$ cat src/rtl/ohp_pkg.sv
package ohp_pkg;
  localparam int BYTE_W  = 8;
  localparam int IDX_W   = 4;
  localparam int NUM_OH  = 9;

  typedef enum logic [IDX_W-1:0] {
    OH_J1 = 4'd0,
    OH_B3 = 4'd1,
    OH_C2 = 4'd2,
    OH_G1 = 4'd3,
    OH_F2 = 4'd4,
    OH_H4 = 4'd5,
    OH_Z3 = 4'd6,
    OH_Z4 = 4'd7,
    OH_Z5 = 4'd8
  } oh_idx_e;
endpackage

$ cat src/rtl/ohp_tick_gen.sv
module ohp_tick_gen #(
  parameter int DIV = 4
) (
  input  logic clk_i,
  input  logic rst_ni,
  input  logic sof_i,
  output logic tick_o
);
  localparam int DIV_W = (DIV > 2) ? $clog2(DIV) : 1;
  localparam logic [DIV_W-1:0] LAST = DIV_W'(DIV - 1);

  logic [DIV_W-1:0] cnt_q;

  always_ff @(posedge clk_i or negedge rst_ni) begin
    if (!rst_ni)            cnt_q <= '0;
    else if (sof_i)         cnt_q <= '0;
    else if (cnt_q == LAST) cnt_q <= '0;
    else                    cnt_q <= cnt_q + 1'b1;
  end

  // sof wins over a coincident tick so realignment is clean
  assign tick_o = (cnt_q == LAST) && !sof_i;
endmodule

$ cat src/rtl/ohp_sched.sv
module ohp_sched
  import ohp_pkg::*;
#(
  parameter int GAP = 4
) (
  input  logic             clk_i,
  input  logic             rst_ni,
  input  logic             sof_i,
  input  logic             tick_i,
  output logic             byte_en_o,
  output logic             frame_o,
  output logic             sample_o,
  output logic             first_o,
  output logic             last_o,
  output logic [IDX_W-1:0] idx_o
);
  localparam int SLOT  = BYTE_W + GAP;
  localparam int POS_W = $clog2(SLOT);
  localparam logic [POS_W-1:0] POS_END  = POS_W'(SLOT - 1);
  localparam logic [POS_W-1:0] POS_BITS = POS_W'(BYTE_W);
  localparam logic [POS_W-1:0] POS_LAST = POS_W'(BYTE_W - 1);
  localparam logic [IDX_W-1:0] IDX_END  = IDX_W'(NUM_OH - 1);

  logic             run_q;
  logic [POS_W-1:0] pos_q;
  logic [IDX_W-1:0] idx_q;

  always_ff @(posedge clk_i or negedge rst_ni) begin
    if (!rst_ni) begin
      run_q <= 1'b0;
      pos_q <= '0;
      idx_q <= '0;
    end else if (sof_i) begin
      run_q <= 1'b1;
      pos_q <= '0;
      idx_q <= IDX_W'(OH_J1);
    end else if (tick_i && run_q) begin
      if (pos_q == POS_END) begin
        pos_q <= '0;
        idx_q <= (idx_q == IDX_END) ? '0 : idx_q + 1'b1;
      end else begin
        pos_q <= pos_q + 1'b1;
      end
    end
  end

  assign byte_en_o = run_q && (pos_q < POS_BITS);
  assign frame_o   = byte_en_o && (idx_q == IDX_W'(OH_J1));
  assign sample_o  = tick_i && byte_en_o;
  assign first_o   = (pos_q == '0);
  assign last_o    = (pos_q == POS_LAST);
  assign idx_o     = idx_q;
endmodule

$ cat src/rtl/ohp_assembler.sv
module ohp_assembler
  import ohp_pkg::*;
(
  input  logic              clk_i,
  input  logic              rst_ni,
  input  logic              sample_i,
  input  logic              first_i,
  input  logic              last_i,
  input  logic [IDX_W-1:0]  idx_i,
  input  logic              ins_i,
  input  logic              data_i,
  input  logic              b3_ovr_i,
  output logic              vld_o,
  output logic [IDX_W-1:0]  idx_o,
  output logic [BYTE_W-1:0] byte_o,
  output logic              subst_o
);
  logic [BYTE_W-2:0] shift_q;
  logic              all_q;
  logic              full;
  logic              take;

  // all eight periods must carry the request
  assign full = (first_i ? 1'b1 : all_q) && ins_i;
  assign take = full && ((idx_i != IDX_W'(OH_B3)) || b3_ovr_i);

  always_ff @(posedge clk_i or negedge rst_ni) begin
    if (!rst_ni) begin
      shift_q <= '0;
      all_q   <= 1'b0;
    end else if (sample_i) begin
      all_q <= full;
      if (ins_i) shift_q <= {shift_q[BYTE_W-3:0], data_i};
    end
  end

  always_ff @(posedge clk_i or negedge rst_ni) begin
    if (!rst_ni) begin
      vld_o   <= 1'b0;
      idx_o   <= '0;
      byte_o  <= '0;
      subst_o <= 1'b0;
    end else if (sample_i && last_i) begin
      vld_o   <= 1'b1;
      idx_o   <= idx_i;
      byte_o  <= take ? {shift_q, data_i} : '0;
      subst_o <= take;
    end else begin
      vld_o   <= 1'b0;
      byte_o  <= '0;
      subst_o <= 1'b0;
    end
  end
endmodule

$ cat src/rtl/ohp_chan.sv
module ohp_chan
  import ohp_pkg::*;
#(
  parameter int DIV = 4,
  parameter int GAP = 4
) (
  input  logic              clk_i,
  input  logic              rst_ni,
  input  logic              sof_i,
  input  logic              ins_i,
  input  logic              data_i,
  input  logic              b3_ovr_i,
  output logic              tick_o,
  output logic              frame_o,
  output logic              byte_en_o,
  output logic              vld_o,
  output logic [IDX_W-1:0]  idx_o,
  output logic [BYTE_W-1:0] byte_o,
  output logic              subst_o
);
  logic             sample;
  logic             first;
  logic             last;
  logic [IDX_W-1:0] idx;

  ohp_tick_gen #(.DIV(DIV)) u_tick (
    .clk_i  (clk_i),
    .rst_ni (rst_ni),
    .sof_i  (sof_i),
    .tick_o (tick_o)
  );

  ohp_sched #(.GAP(GAP)) u_sched (
    .clk_i     (clk_i),
    .rst_ni    (rst_ni),
    .sof_i     (sof_i),
    .tick_i    (tick_o),
    .byte_en_o (byte_en_o),
    .frame_o   (frame_o),
    .sample_o  (sample),
    .first_o   (first),
    .last_o    (last),
    .idx_o     (idx)
  );

  ohp_assembler u_asm (
    .clk_i    (clk_i),
    .rst_ni   (rst_ni),
    .sample_i (sample),
    .first_i  (first),
    .last_i   (last),
    .idx_i    (idx),
    .ins_i    (ins_i),
    .data_i   (data_i),
    .b3_ovr_i (b3_ovr_i),
    .vld_o    (vld_o),
    .idx_o    (idx_o),
    .byte_o   (byte_o),
    .subst_o  (subst_o)
  );
endmodule

$ cat src/rtl/ohp_insert_port.sv
module ohp_insert_port
  import ohp_pkg::*;
#(
  parameter int NCH = 3,
  parameter int DIV = 4,
  parameter int GAP = 4
) (
  input  logic                  clk_i,
  input  logic                  rst_ni,
  input  logic [NCH-1:0]        sof_i,
  input  logic [NCH-1:0]        ins_i,
  input  logic [NCH-1:0]        data_i,
  input  logic                  cfg_wr_i,
  input  logic [NCH-1:0]        cfg_b3_ovr_i,
  output logic [NCH-1:0]        oh_clk_en_o,
  output logic [NCH-1:0]        frame_o,
  output logic [NCH-1:0]        byte_en_o,
  output logic [NCH-1:0]        byte_vld_o,
  output logic [IDX_W*NCH-1:0]  byte_idx_o,
  output logic [BYTE_W*NCH-1:0] byte_o,
  output logic [NCH-1:0]        subst_o
);
  logic [NCH-1:0] b3_ovr_q;

  always_ff @(posedge clk_i or negedge rst_ni) begin
    if (!rst_ni)       b3_ovr_q <= '0;
    else if (cfg_wr_i) b3_ovr_q <= cfg_b3_ovr_i;
  end

  for (genvar c = 0; c < NCH; c++) begin : g_ch
    ohp_chan #(.DIV(DIV), .GAP(GAP)) u_chan (
      .clk_i     (clk_i),
      .rst_ni    (rst_ni),
      .sof_i     (sof_i[c]),
      .ins_i     (ins_i[c]),
      .data_i    (data_i[c]),
      .b3_ovr_i  (b3_ovr_q[c]),
      .tick_o    (oh_clk_en_o[c]),
      .frame_o   (frame_o[c]),
      .byte_en_o (byte_en_o[c]),
      .vld_o     (byte_vld_o[c]),
      .idx_o     (byte_idx_o[c*IDX_W +: IDX_W]),
      .byte_o    (byte_o[c*BYTE_W +: BYTE_W]),
      .subst_o   (subst_o[c])
    );
  end
endmodule

$ cat config.mk
export PLATFORM = sky130hd
export DESIGN_NAME = ohp_insert_port
export DESIGN_NICKNAME = d
export VERILOG_FILES = /design/src/rtl/ohp_pkg.sv /design/src/rtl/ohp_tick_gen.sv /design/src/rtl/ohp_sched.sv /design/src/rtl/ohp_assembler.sv /design/src/rtl/ohp_chan.sv /design/src/rtl/ohp_insert_port.sv
export SDC_FILE = /design/constraint.sdc
export NUM_CORES = 1
export LEC_CHECK = 0
export BUFFER_PORTS_ARGS = -buffer_cell sky130_fd_sc_hd__buf_4
export CAP_MARGIN = 0
export CORE_MARGIN = 3
export CORE_UTILIZATION = 61
export DETAILED_ROUTE_END_ITERATION = 8
export HOLD_SLACK_MARGIN = 0.15
export PLACE_DENSITY = 0.9
export SLEW_MARGIN = 20
export SYNTH_ARGS = -nofsm -noshare
export SYNTH_HDL_FRONTEND = slang
export SYNTH_HIERARCHICAL = 1
export SYNTH_SLANG_ARGS = --single-unit
$ cat constraint.sdc
create_clock -name clk_i -period 5.1 [get_ports clk_i]
set_clock_uncertainty 0.15 [all_clocks]
set_input_delay 1.02 -clock clk_i [delete_from_list [all_inputs] [get_ports clk_i]]
set_output_delay 1.02 -clock clk_i [all_outputs]
set_load 0.1 [all_outputs]
### Yosys cells after proc, flatten, opt, wreduce, memory -nomap -nowiden

Cells that the tools add are included.

* $lt $le $gt $ge: 3
* add/subtract/negate cells: 9
* reductions and logical operators: 48
* muxes and demuxes: 42
* equality and inequality tests: 15

Operators with widths (count)
* $mux W4: 21
* $mux W8: 6
* $add A4 B1 Y4 const B: 6
* $eq A4 B4 Y1 const B: 6
* $logic_and A1 B1 Y1: 24
* $logic_not A4 Y1: 6
* $eq A4 B3 Y1 const B: 3
* $lt A4 B4 Y1 const B: 3
* $mux W2: 6
* $ne A4 B1 Y1 const B: 3
* $reduce_and A2 Y1: 6
* $reduce_bool A2 Y1: 6
* $mux W1: 9
* $add A2 B1 Y2 const B: 3
* $eq A2 B2 Y1 const B: 3
* $logic_not A1 Y1: 3
* $logic_or A1 B1 Y1: 3

* input port bits: 15
* register bits: 102
* output and inout port bits: 51
* logic and storage cells: 148

### Longest topological paths before layout

Gate-level depths: netlist of the first run.

* depth after elaboration: 6
* depth in mapped cells: 6
* mapped depth without buffers: 6

### Hierarchy

The synthesis of the first run kept the hierarchy.

By module, submodules not included
* ohp_assembler: instances 3, cells an instance 51, seq. area each 550.5 µm², area each 780.7 µm²
* ohp_sched at g_ch[1].u_chan.u_sched ...: instances 2, cells an instance 60, seq. area each 225.2 µm², area each 541.8 µm²
* ohp_sched at g_ch[0].u_chan.u_sched: instances 1, cells an instance 62, seq. area each 225.2 µm², area each 560.5 µm²
* ohp_tick_gen at g_ch[1].u_chan.u_tick ...: instances 2, cells an instance 6, seq. area each 50.0 µm², area each 85.1 µm²
* ohp_insert_port: instances 1, cells an instance 6, seq. area each 75.1 µm², area each 108.9 µm²
* ohp_tick_gen at g_ch[0].u_chan.u_tick: instances 1, cells an instance 6, seq. area each 50.0 µm², area each 78.8 µm²

### Worst setup path before layout of the first run

No wires, ideal clock.

* path type: flip-flop to output port
* from: reg g_ch[1].u_chan.u_sched.pos_q[3]
* to: out frame_o[1]
* slack: -187 ps
* arrival: 4117 ps
* path buffers: 0
* cell stages (with the launch flop): 3
* required time: 3930 ps
* cell sequence: dfrtp_1 -> nor2b_1 -> nor3b_1

* longest elaborated chain between the ends: 3

Ends and longest elaborated chain
* start, declared: line ohp_sched.sv:25 `logic [POS_W-1:0] pos_q;`
* start signal, assigned: line ohp_sched.sv:42 `pos_q <= pos_q + 1'b1;`
* $lt A4 B4 Y1: line ohp_sched.sv:47 `assign byte_en_o = run_q && (pos_q < POS_BITS);`
* $logic_and A1 B1 Y1: line ohp_sched.sv:47
* net byte_en_o[1]: line ohp_insert_port.sv:17 `output logic [NCH-1:0] byte_en_o,`
* $logic_and A1 B1 Y1: line ohp_sched.sv:48 `assign frame_o = byte_en_o && (idx_q == IDX_W'(OH_J1));`
* end, declared: line ohp_insert_port.sv:16 `output logic [NCH-1:0] frame_o,`

The timed path passes the listed nets, and every way through them passes these cells.

### Worst setup path in the final report of the first run

* from: in sof_i[1]
* to: out oh_clk_en_o[1]

* longest elaborated chain between the ends: 2

Ends and longest elaborated chain
* start, declared: line ohp_insert_port.sv:10 `input logic [NCH-1:0] sof_i,`
* $logic_not A1 Y1: line ohp_tick_gen.sv:22 `assign tick_o = (cnt_q == LAST) && !sof_i;`
* $logic_and A1 B1 Y1: line ohp_tick_gen.sv:22
* end, declared: line ohp_insert_port.sv:15 `output logic [NCH-1:0] oh_clk_en_o,`

No other way between the ends.

==> results of run 1 <==
-- cell type report --
type / instances / area (µm²)
inverter: 24 / 90.1
timing repair buffer: 66 / 495
sequential: 102 / 2550
multi-input combinational: 230 / 1700
fill: 473 / 1700
tap: 96 / 120
clock inverter: 6 / 47.5
clock buffer: 9 / 124
-- power groups by stage --
| stage | sequential [mW] | clock, mW | combinational [mW] |
|---|---|---|---|
| 3_5_place_dp | 0.879 | 0 | 0.0881 |
| 5_1_grt | 0.867 | 0.488 | 0.0992 |
| 6_report | 0.862 | 0.441 | 0.0868 |
| 2_1_floorplan | 0.872 | 0 | 0.0526 |
| 3_3_place_gp | 0.877 | 0 | 0.0840 |
| 4_1_cts | 0.863 | 0.461 | 0.0888 |
-- placed cells by master, fill, tap and decap left out, types with 2 or more instances in the layout --
cell	instances
or2_2	3
inv_6	2
nor3_2	2
o21ai_0	12
a21oi_1	22
nand2b_1	7
a211oi_2	3
ha_1	15
clkbuf_8	9
nor2b_1	8
nand3_1	13
a211oi_1	3
clkinv_4	2
o32ai_1	2
nand2_1	16
and2b_1	2
buf_4	66
inv_1	24
a221oi_2	2
or3_2	2
nor3b_1	6
nor3b_2	2
dfrtp_1	102
o2111ai_1	2
nor3_1	2
xnor2_1	3
mux2_2	36
o31ai_1	3
nand2_2	5
or3_1	7
or4_1	2
nand4_1	2
nor2_1	12
and2_1	27
and3_1	3
-- metal layers --
metal	up-vias	track usage	wire (µm)
li1	1381	-	-
met1	1437	0.259	3300
met2	82	0.334	3950
met3	9	0.0567	432
met4	0	0.0702	88
met5	-	0	0
-- synth_stat cells --
cell type	count	area [µm²]
a211o_1	1	8.76
a211oi_1	3	22.5
a211oi_2	3	37.5
a21oi_1	22	110
a221oi_2	2	30.0
a31oi_1	1	6.26
and2_1	27	169
and2b_1	2	15.0
and2b_2	1	8.76
and3_1	3	18.8
and3b_1	1	8.76
clkbuf_1	3	11.3
dfrtp_1	102	2550
ha_1	15	188
inv_1	24	90.1
mux2_2	36	405
mux2i_1	1	10.0
nand2_1	16	60.1
nand2_2	5	31.3
nand2b_1	7	43.8
nand3_1	13	65.1
nand3_4	1	17.5
nand4_1	2	12.5
nor2_1	12	45.0
nor2b_1	8	50.1
nor3_1	2	10.0
nor3_2	2	20.0
nor3b_1	8	60.1
o2111ai_1	2	17.5
o21ai_0	12	60.1
o31ai_1	3	22.5
o32ai_1	2	17.5
or2_2	3	18.8
or3_1	7	43.8
or3_2	2	15.0
or4_1	2	15.0
xnor2_1	3	26.3
-- flip-flops by register name, indices dropped and copies added, names as in the netlist --
name / count
g_ch.u_chan/u_sched/pos_q: 12
g_ch.u_chan/u_asm/byte_o: 24
g_ch.u_chan/u_asm/shift_q: 21
g_ch.u_chan/u_asm/vld_o: 3
g_ch.u_chan/u_asm/subst_o: 3
b3_ovr_q: 3
g_ch.u_chan/u_asm/all_q: 3
g_ch.u_chan/u_sched/idx_o: 12
g_ch.u_chan/u_asm/idx_o: 12
g_ch.u_chan/u_tick/cnt_q: 6
g_ch.u_chan/u_sched/run_q: 3
-- worst paths after layout --
check / from / cells past startpoint / slack (ps) / endpoint
max: sof_i[1] / 3 / 2030 / oh_clk_en_o[1]
min: g_ch[0].u_chan/u_tick/cnt_q[0] / 1 / 290 / g_ch[0].u_chan/u_tick/cnt_q[0]
min reg2reg: g_ch[0].u_chan/u_tick/cnt_q[0] / 1 / 290 / g_ch[0].u_chan/u_tick/cnt_q[0]
max in group asynchronous: rst_ni / 2 / 3270 / g_ch[0].u_chan/u_asm/byte_o[6]
max reg2reg: g_ch[1].u_chan/u_tick/cnt_q[0] / 6 / 2860 / g_ch[1].u_chan/u_asm/byte_o[7]
min in group asynchronous: rst_ni / 1 / 640 / g_ch[1].u_chan/u_asm/shift_q[3]
-- through the flow --
step	utilization	std cells	total power [mW]	instance area [µm²]
floorplan	-	359	0.925	4350
global placement	0.726	518	0.961	4960
detailed placement	0.726	518	0.967	4960
CTS	0.751	533	1.41	5130
global route	0.751	533	1.45	5130
finish	0.751	533	1.39	5130
-- cell families after synthesis --
kind of cell / count (synthesis)
xor gates and xnor gates: 3
muxes: 37
AOI/OAI and AO/OA: 51
buffers and inverters: 27
and+or+nand+nor: 124
adders and majority gates: 15
DFF: 102
==> results.json, run 1 <==
{
  "dr.pass1.iters": 4,
  "antenna_found_initial": 0,
  "synth-simple-area-share": 0.168,
  "cts-root-buf": "clkbuf_8",
  "maxSlewViolCount": 0,
  "fmax_mhz": 326,
  "initialDrtViolationCount": 139,
  "crit_fanout": 13,
  "synth_top_family_by_area": "simple AND/OR/NAND/NOR gates",
  "netlist_area_mm2": 0.00434,
  "synthCells": 359,
  "post-cts-setup-buffers": 0,
  "port_buffers": 65,
  "layout_min_cycle_time_ps": 3070,
  "pin_count": 66,
  "tns_ps": 0,
  "fin_crit_sh": 0.602,
  "wl_um": 7780,
  "grt_setup_unrepaired": "false",
  "finalWorstSetupSlack_ps": 2030,
  "hold_buffers": 0,
  "gp_congestion": 0.841,
  "dp.final_hpwl_um": 5550,
  "yosys.area_share.xor_xnor": 0.00605,
  "syn-num-nets": 389,
  "antennaDiodeCount": 0,
  "switching_share": 0.238,
  "crit_path_start_kind": "primary input",
  "drc_errors": 0,
  "hold_violations": 0,
  "synth_mux_area_frac": 0.0956,
  "setup-violations-final": 0,
  "end_kind": "primary output",
  "ctsResizeCount": 0,
  "cp_top_family": "buffers and inverters",
  "avgSynthCellArea_um2": 12.1,
  "slowest_delay_ps": 370,
  "grt_pass1_vias": 2841,
  "hold_ws_ps": 294,
  "worstPathArrival_ps": 1900,
  "powerDensity_mw_per_mm2": 271,
  "grt_first_pass_wirelength_um": 13500,
  "pwr-share-clk": 0.317,
  "vdd_drop_max_mv": 0.236,
  "grtUsageTotal": 0.203,
  "worst_path_most_repeated_cell": "buf_4",
  "cp_slowest_cell": "buf_4",
  "cts_htree_levels": 3,
  "status": "finished clean",
  "die_x_um": 90.4,
  "relSlewSlack": 0.402,
  "ant_nets": 0,
  "worstMarginPinSlew_ps": 898,
  "die_y_um": 90.4,
  "die-area_mm2": 0.00817,
  "p_sw_mw": 0.331,
  "nNetsFinal": 463,
  "p_seq_frac": 0.620,
  "drive_gt1_frac": 0.316,
  "p_leak_nw": 2.50,
  "core_mm2": 0.00683,
  "grt_max_degree": 76,
  "cts.sinks": 102,
  "place_ws_ps": 2030,
  "vias_per_cell": 5.46,
  "ys_types": 37,
  "hp-class": "register to register",
  "ys_seq_area_frac": 0.588,
  "clk_pin_slew_worst_paths_ps": 90,
  "area_delta_synth_final_pct": 18.1,
  "grt_overflow": 0,
  "yosys.area_share.adder": 0.0432,
  "numCtsBuffers": 9,
  "start_util": 0.636,
  "crit_type": "primary input to primary output",
  "cp_data_required_time_ps": 3930,
  "power_frac_comb": 0.062,
  "rows": 30,
  "cts_tree": "built",
  "synth_seq_cells": 102,
  "crit_chain": "buf_4 -> nor2b_1 -> buf_4",
  "timing.critical_path.buf_inv": 2,
  "wl_per_cell_um": 14.6,
  "ys_warn_count": 6,
  "power.internal_mw": 1.06,
  "cap_viol_max_count": 0,
  "synth-compound-area-share": 0.0766,
  "cts_buffer_depth": 2,
  "vias": 2909,
  "insertion_delay_ps": 340
}
No activity file was read; power rests on OpenSTA's default activity.
==> inputs of run 2 (changes only) <==
--- a/config.mk
+++ b/config.mk
@@ -8,10 +8,10 @@
 export BUFFER_PORTS_ARGS = -buffer_cell sky130_fd_sc_hd__buf_4
 export CAP_MARGIN = 0
 export CORE_MARGIN = 3
-export CORE_UTILIZATION = 61
+export CORE_UTILIZATION = 56
 export DETAILED_ROUTE_END_ITERATION = 8
 export HOLD_SLACK_MARGIN = 0.15
-export PLACE_DENSITY = 0.9
+export PLACE_DENSITY = 0.84
 export SLEW_MARGIN = 20
 export SYNTH_ARGS = -nofsm -noshare
 export SYNTH_HDL_FRONTEND = slang
==> constraint.sdc (replaced) <==
create_clock -name clk_i -period 2.9 [get_ports clk_i]
set_clock_uncertainty 0.15 [all_clocks]
set_input_delay 0.58 -clock clk_i [delete_from_list [all_inputs] [get_ports clk_i]]
set_output_delay 0.58 -clock clk_i [all_outputs]
set_load 0.1 [all_outputs]
==> run 2 against run 1 <==
  * Flip-flop and latch count unchanged
  * Worst hold slack got worse by 21 ps
  * Routed wire length decreased by 0.32%
  * Worst setup slack worse by 1600 ps
  * Largest cell class unchanged
  * Non-clock buffer count increased by 3
  * Via count is 1.2% lower
  * Core utilization is 4.4 points lower
==> results.json, run 2 (same netlist as run 1, synthesis figures left out) <==
{
  "start_util": 0.589,
  "nNetsFinal": 466,
  "worstMarginPinSlew_ps": 683,
  "cp_data_required_time_ps": 2170,
  "cts-root-buf": "clkbuf_8",
  "die-area_mm2": 0.00885,
  "initialDrtViolationCount": 101,
  "cts_htree_levels": 3,
  "gp_congestion": 0.827,
  "rows": 31,
  "core_mm2": 0.00737,
  "grt_first_pass_wirelength_um": 13000,
  "final_cell_area_mm2": 0.00521,
  "vias_per_cell": 5.32,
  "vias": 2874,
  "port_buffers": 65,
  "fillerInstances": 528,
  "final_util": 0.707,
  "insertion_delay_ps": 360,
  "layout_commonest_cell": "dfrtp_1",
  "ant_nets": 0,
  "wl_um": 7750,
  "crit_type": "register to primary output",
  "layout.cells.non_filler": 540,
  "vdd_drop_max_mv": 0.319,
  "multi_input_area_mm2": 0.00173,
  "tns_ps": 0,
  "r2r_end": "g_ch[1].u_chan/u_asm/byte_o[1]",
  "grt_overflow": 0,
  "relSlewSlack": 0.545,
  "antenna_found_initial": 0,
  "die_x_um": 94.1,
  "maxSlewViolCount": 0,
  "numCtsBuffers": 9,
  "dp.final_hpwl_um": 5670,
  "status": "finished clean",
  "crit_fanout": 6,
  "largestRegisters": "g_ch.u_chan/u_asm/byte_o (24), g_ch.u_chan/u_asm/shift_q (21)",
  "cap_viol_max_count": 0,
  "finalWorstSetupSlack_ps": 424,
  "crit_path_start_kind": "register",
  "antennaDiodeCount": 0,
  "grtUsageTotal": 0.188,
  "cts_tree": "built",
  "drc_errors": 0,
  "end_kind": "primary output",
  "clk_pin_slew_worst_paths_ps": 110,
  "startpoint": "g_ch[2].u_chan/u_sched/idx_o[0]",
  "dpl_cell_area_mm2": 0.00501,
  "fin_crit_sh": 0.854,
  "hp-class": "primary input to register",
  "largest_register_ffs": 24,
  "dp.cells": 523,
  "fmax_mhz": 404,
  "dr.pass1.iters": 4,
  "hold_violations": 0,
  "die_y_um": 94.1,
  "pin_count": 66,
  "setup-violations-final": 0,
  "cts.sinks": 102,
  "powerDensity_mw_per_mm2": 488,
  "drive_gt1_frac": 0.331,
  "reg2reg_slack_ps": 800,
  "area_delta_synth_final_pct": 20.0,
  "grt_pass1_vias": 2787,
  "grt_setup_unrepaired": "false",
  "endpoint": "frame_o[2]",
  "grt_max_degree": 59,
  "wl_per_cell_um": 14.4,
  "layout_common_cells": "102 x dfrtp_1, 68 x buf_4, 36 x mux2_2",
  "place_ws_ps": 657,
  "reg2reg_depth": 6,
  "worstReg2RegStart": "g_ch[1].u_chan/u_tick/cnt_q[0]",
  "ctsResizeCount": 0,
  "top_register": "g_ch.u_chan/u_asm/byte_o",
  "worstPathArrival_ps": 1750,
  "regArea_mm2": 0.00255,
  "cts_buffer_depth": 2,
  "p_leak_nw": 2.55,
  "layout_min_cycle_time_ps": 2480
}
run 2: worst min path at each step:
stage,startpoint,endpoint,slack (ps),cells after the start
final,data_i[1],g_ch[1].u_chan/u_asm/byte_o[0],270,2
after floorplan,rst_ni,b3_ovr_q[0],130,0
after CTS,data_i[1],g_ch[1].u_chan/u_asm/byte_o[0],250,2
after detailed placement,g_ch[0].u_chan/u_tick/cnt_q[0],g_ch[0].u_chan/u_tick/cnt_q[0],280,1
after global placement,g_ch[0].u_chan/u_tick/cnt_q[0],g_ch[0].u_chan/u_tick/cnt_q[0],270,1
after global routing,data_i[1],g_ch[1].u_chan/u_asm/byte_o[0],250,2
run 2: area by class of cell:
class / count / share of cell area
well taps: 99 / 0.0238
repair buffers: 69 / 0.0999
inverters: 24 / 0.0173
clock buffers: 9 / 0.0238
clock inverters: 7 / 0.0137
multi-input cells: 230 / 0.332
flip-flops and latches: 102 / 0.490
run 2: per-layer routing:
metal,vias to the layer above,track usage,part of all wire
met2,76,0.290,0.49
met1,1399,0.257,0.44
met5,-,0,0
li1,1395,-,-
met4,0,0.0614,0.0050
met3,4,0.0553,0.064
run 2: what timing repair did:
item	in CTS	in global routing
hold buffers	1	0
setup buffers	0	0
hold endpoints to repair	55	0
run 2: stage by stage:
stage / hold WS [ps] / power, mW
after CTS: 253 / 2.58
after global routing: 247 / 2.68
final: 274 / 2.55
after floorplan: 134 / 1.63
after global placement: 270 / 1.69
after detailed placement: 279 / 1.71
run 2: power breakdown:
| group | internal, mW | switching, mW |
|---|---|---|
| clock network | 0.343 | 0.529 |
| registers | 1.48 | 0.0357 |
| logic | 0.0691 | 0.0874 |
run 2: critical path, stage by stage, from the launching register on:
cell,delay [ps]
dfrtp_1,450
inv_1,110
ha_1,170
nand2b_1,130
nor3b_4,200
buf_4,310
==> inputs of run 3 (changes only) <==
--- a/config.mk
+++ b/config.mk
@@ -5,7 +5,7 @@
 export SDC_FILE = /design/constraint.sdc
 export NUM_CORES = 1
 export LEC_CHECK = 0
-export BUFFER_PORTS_ARGS = -buffer_cell sky130_fd_sc_hd__buf_4
+export BUFFER_PORTS_ARGS = -buffer_cell sky130_fd_sc_hd__buf_2
 export CAP_MARGIN = 0
 export CORE_MARGIN = 3
 export CORE_UTILIZATION = 56
==> run 3 against run 2 <==
  * Combinational power hardly changed
  * First-iteration DRC count increased by 5.0%
  * Non-clock buffer count is 1 lower
  * Largest power group unchanged
==> results.json, run 3 (same netlist as run 1, synthesis figures left out) <==
{
  "status": "finished clean",
  "antennaDiodeCount": 0,
  "cts.sinks": 102,
  "numCtsBuffers": 9,
  "wl_um": 7790,
  "cts_htree_levels": 3,
  "wl_met2_um": 3760,
  "cts_tree": "built",
  "switching_share": 0.251,
  "top_register": "g_ch.u_chan/u_asm/byte_o",
  "ant_nets": 0,
  "grt_setup_unrepaired": "false",
  "p_sw_mw": 0.628,
  "crit_path_start_kind": "register",
  "layout_common_cells": "102 x dfrtp_1, 64 x buf_2, 36 x mux2_2",
  "die_y_um": 94.1,
  "top_layer_used": "met4",
  "hp-class": "register to register",
  "relSlewSlack": 0.665,
  "finalWorstSetupSlack_ps": 318,
  "vdd_drop_max_mv": 0.411,
  "start_util": 0.589,
  "insertion_delay_ps": 360,
  "largestRegisters": "g_ch.u_chan/u_asm/byte_o (24), g_ch.u_chan/u_asm/shift_q (21)",
  "reg2reg_depth": 6,
  "power.internal_mw": 1.88,
  "startpoint": "g_ch[2].u_chan/u_sched/idx_o[0]",
  "core_mm2": 0.00737,
  "initialDrtViolationCount": 106,
  "setup-violations-final": 0,
  "final_cell_area_mm2": 0.00505,
  "worstPathArrival_ps": 1850,
  "gp_congestion": 0.845,
  "antenna_found_initial": 0,
  "vias_per_cell": 5.38,
  "p_leak_nw": 2.53,
  "worstReg2RegStart": "g_ch[1].u_chan/u_tick/cnt_q[0]",
  "die_x_um": 94.1,
  "largest_register_ffs": 24,
  "end_kind": "primary output",
  "power.total_mw": 2.51,
  "place_ws_ps": 640,
  "m1WireLength_um": 3420,
  "crit_type": "register to primary output",
  "fin_crit_sh": 0.890,
  "dr.pass1.iters": 4,
  "layout_commonest_cell": "dfrtp_1",
  "hold_ws_ps": 286,
  "powerDensity_mw_per_mm2": 496,
  "post-cts-setup-buffers": 0,
  "layout_min_cycle_time_ps": 2580,
  "final_util": 0.686,
  "clk_pin_slew_worst_paths_ps": 110,
  "maxSlewViolCount": 0,
  "grt_overflow": 0,
  "grt_pass1_vias": 2872,
  "grt_max_degree": 55,
  "wl_per_cell_um": 14.5,
  "hold_violations": 0,
  "cap_viol_max_count": 0,
  "cp_data_required_time_ps": 2170,
  "vias": 2900,
  "crit_fanout": 6,
  "pin_count": 66,
  "dp.final_hpwl_um": 5710,
  "cts-root-buf": "clkbuf_8",
  "min_from": "g_ch[0].u_chan/u_tick/cnt_q[0]",
  "grtUsageTotal": 0.190,
  "p_seq_frac": 0.605,
  "port_buffers": 65,
  "fmax_mhz": 387,
  "dpl_cell_area_mm2": 0.00485,
  "route.met3.wl_um": 466,
  "area_delta_synth_final_pct": 16.3,
  "die-area_mm2": 0.00885,
  "min_path_cells": 1,
  "worstMarginPinSlew_ps": 505,
  "power_frac_comb": 0.061,
  "nNetsFinal": 465,
  "drc_errors": 0,
  "drive_gt1_frac": 0.330,
  "cts_buffer_depth": 2,
  "pwr-share-clk": 0.333,
  "grt_first_pass_wirelength_um": 13100,
  "rows": 31
}
==> run 3: final cells by class <==
cell class | instances | area [µm²]
fillers | 553 | 2320
repair buffers | 68 | 365
well taps | 99 | 124
clock inverters | 7 | 67.6
flip-flops and latches | 102 | 2550
multi-input cells | 230 | 1730
clock buffers | 9 | 124
inverters | 24 | 90.1
==> run 3: timing repair <==
item                                    CTS  global route
endpoints found under the setup margin    0             0
hold buffers                              1             0
resized for setup                         0             0
endpoints found under the hold margin    16             0
==> run 3: final timing paths <==
check,slack [ps],to
max in group asynchronous,1460,g_ch[1].u_chan/u_sched/pos_q[2]
hold reg to reg,290,g_ch[0].u_chan/u_tick/cnt_q[0]
setup / recovery,320,frame_o[2]
setup reg to reg,830,g_ch[1].u_chan/u_asm/byte_o[1]
hold / removal,290,g_ch[0].u_chan/u_tick/cnt_q[0]
min in group asynchronous,460,g_ch[2].u_chan/u_asm/idx_o[2]
==> run 3: per-layer routing <==
metal  up-vias  GRT usage
met5         -          0
met1      1417      0.238
met3        15     0.0529
met4         0     0.0746
li1       1393          -
met2        75      0.313
==> run 3: worst max-delay path, cell delays in order (launching register included) <==
cell and delay (ps):
dfrtp_1 450, inv_1 100, ha_1 170, nand2b_1 130
nor3b_4 190, buf_2 440
==> run 3: power groups by stage <==
| stage | Sequential, mW | Combinational, mW | Clock (mW) |
|---|---|---|---|
| finish | 1.52 | 0.154 | 0.835 |
| global route | 1.53 | 0.175 | 0.923 |
| CTS | 1.52 | 0.158 | 0.864 |
| detailed placement | 1.55 | 0.156 | 0 |
| global placement | 1.54 | 0.147 | 0 |
| floorplan | 1.53 | 0.0929 | 0 |
==> run 3: metrics by stage <==
step                      TNS, ps  cells
after detailed placement        0    522
after global placement          0    522
after global routing            0    539
final                           0    539
after CTS                       0    539
after floorplan             -88.2    359
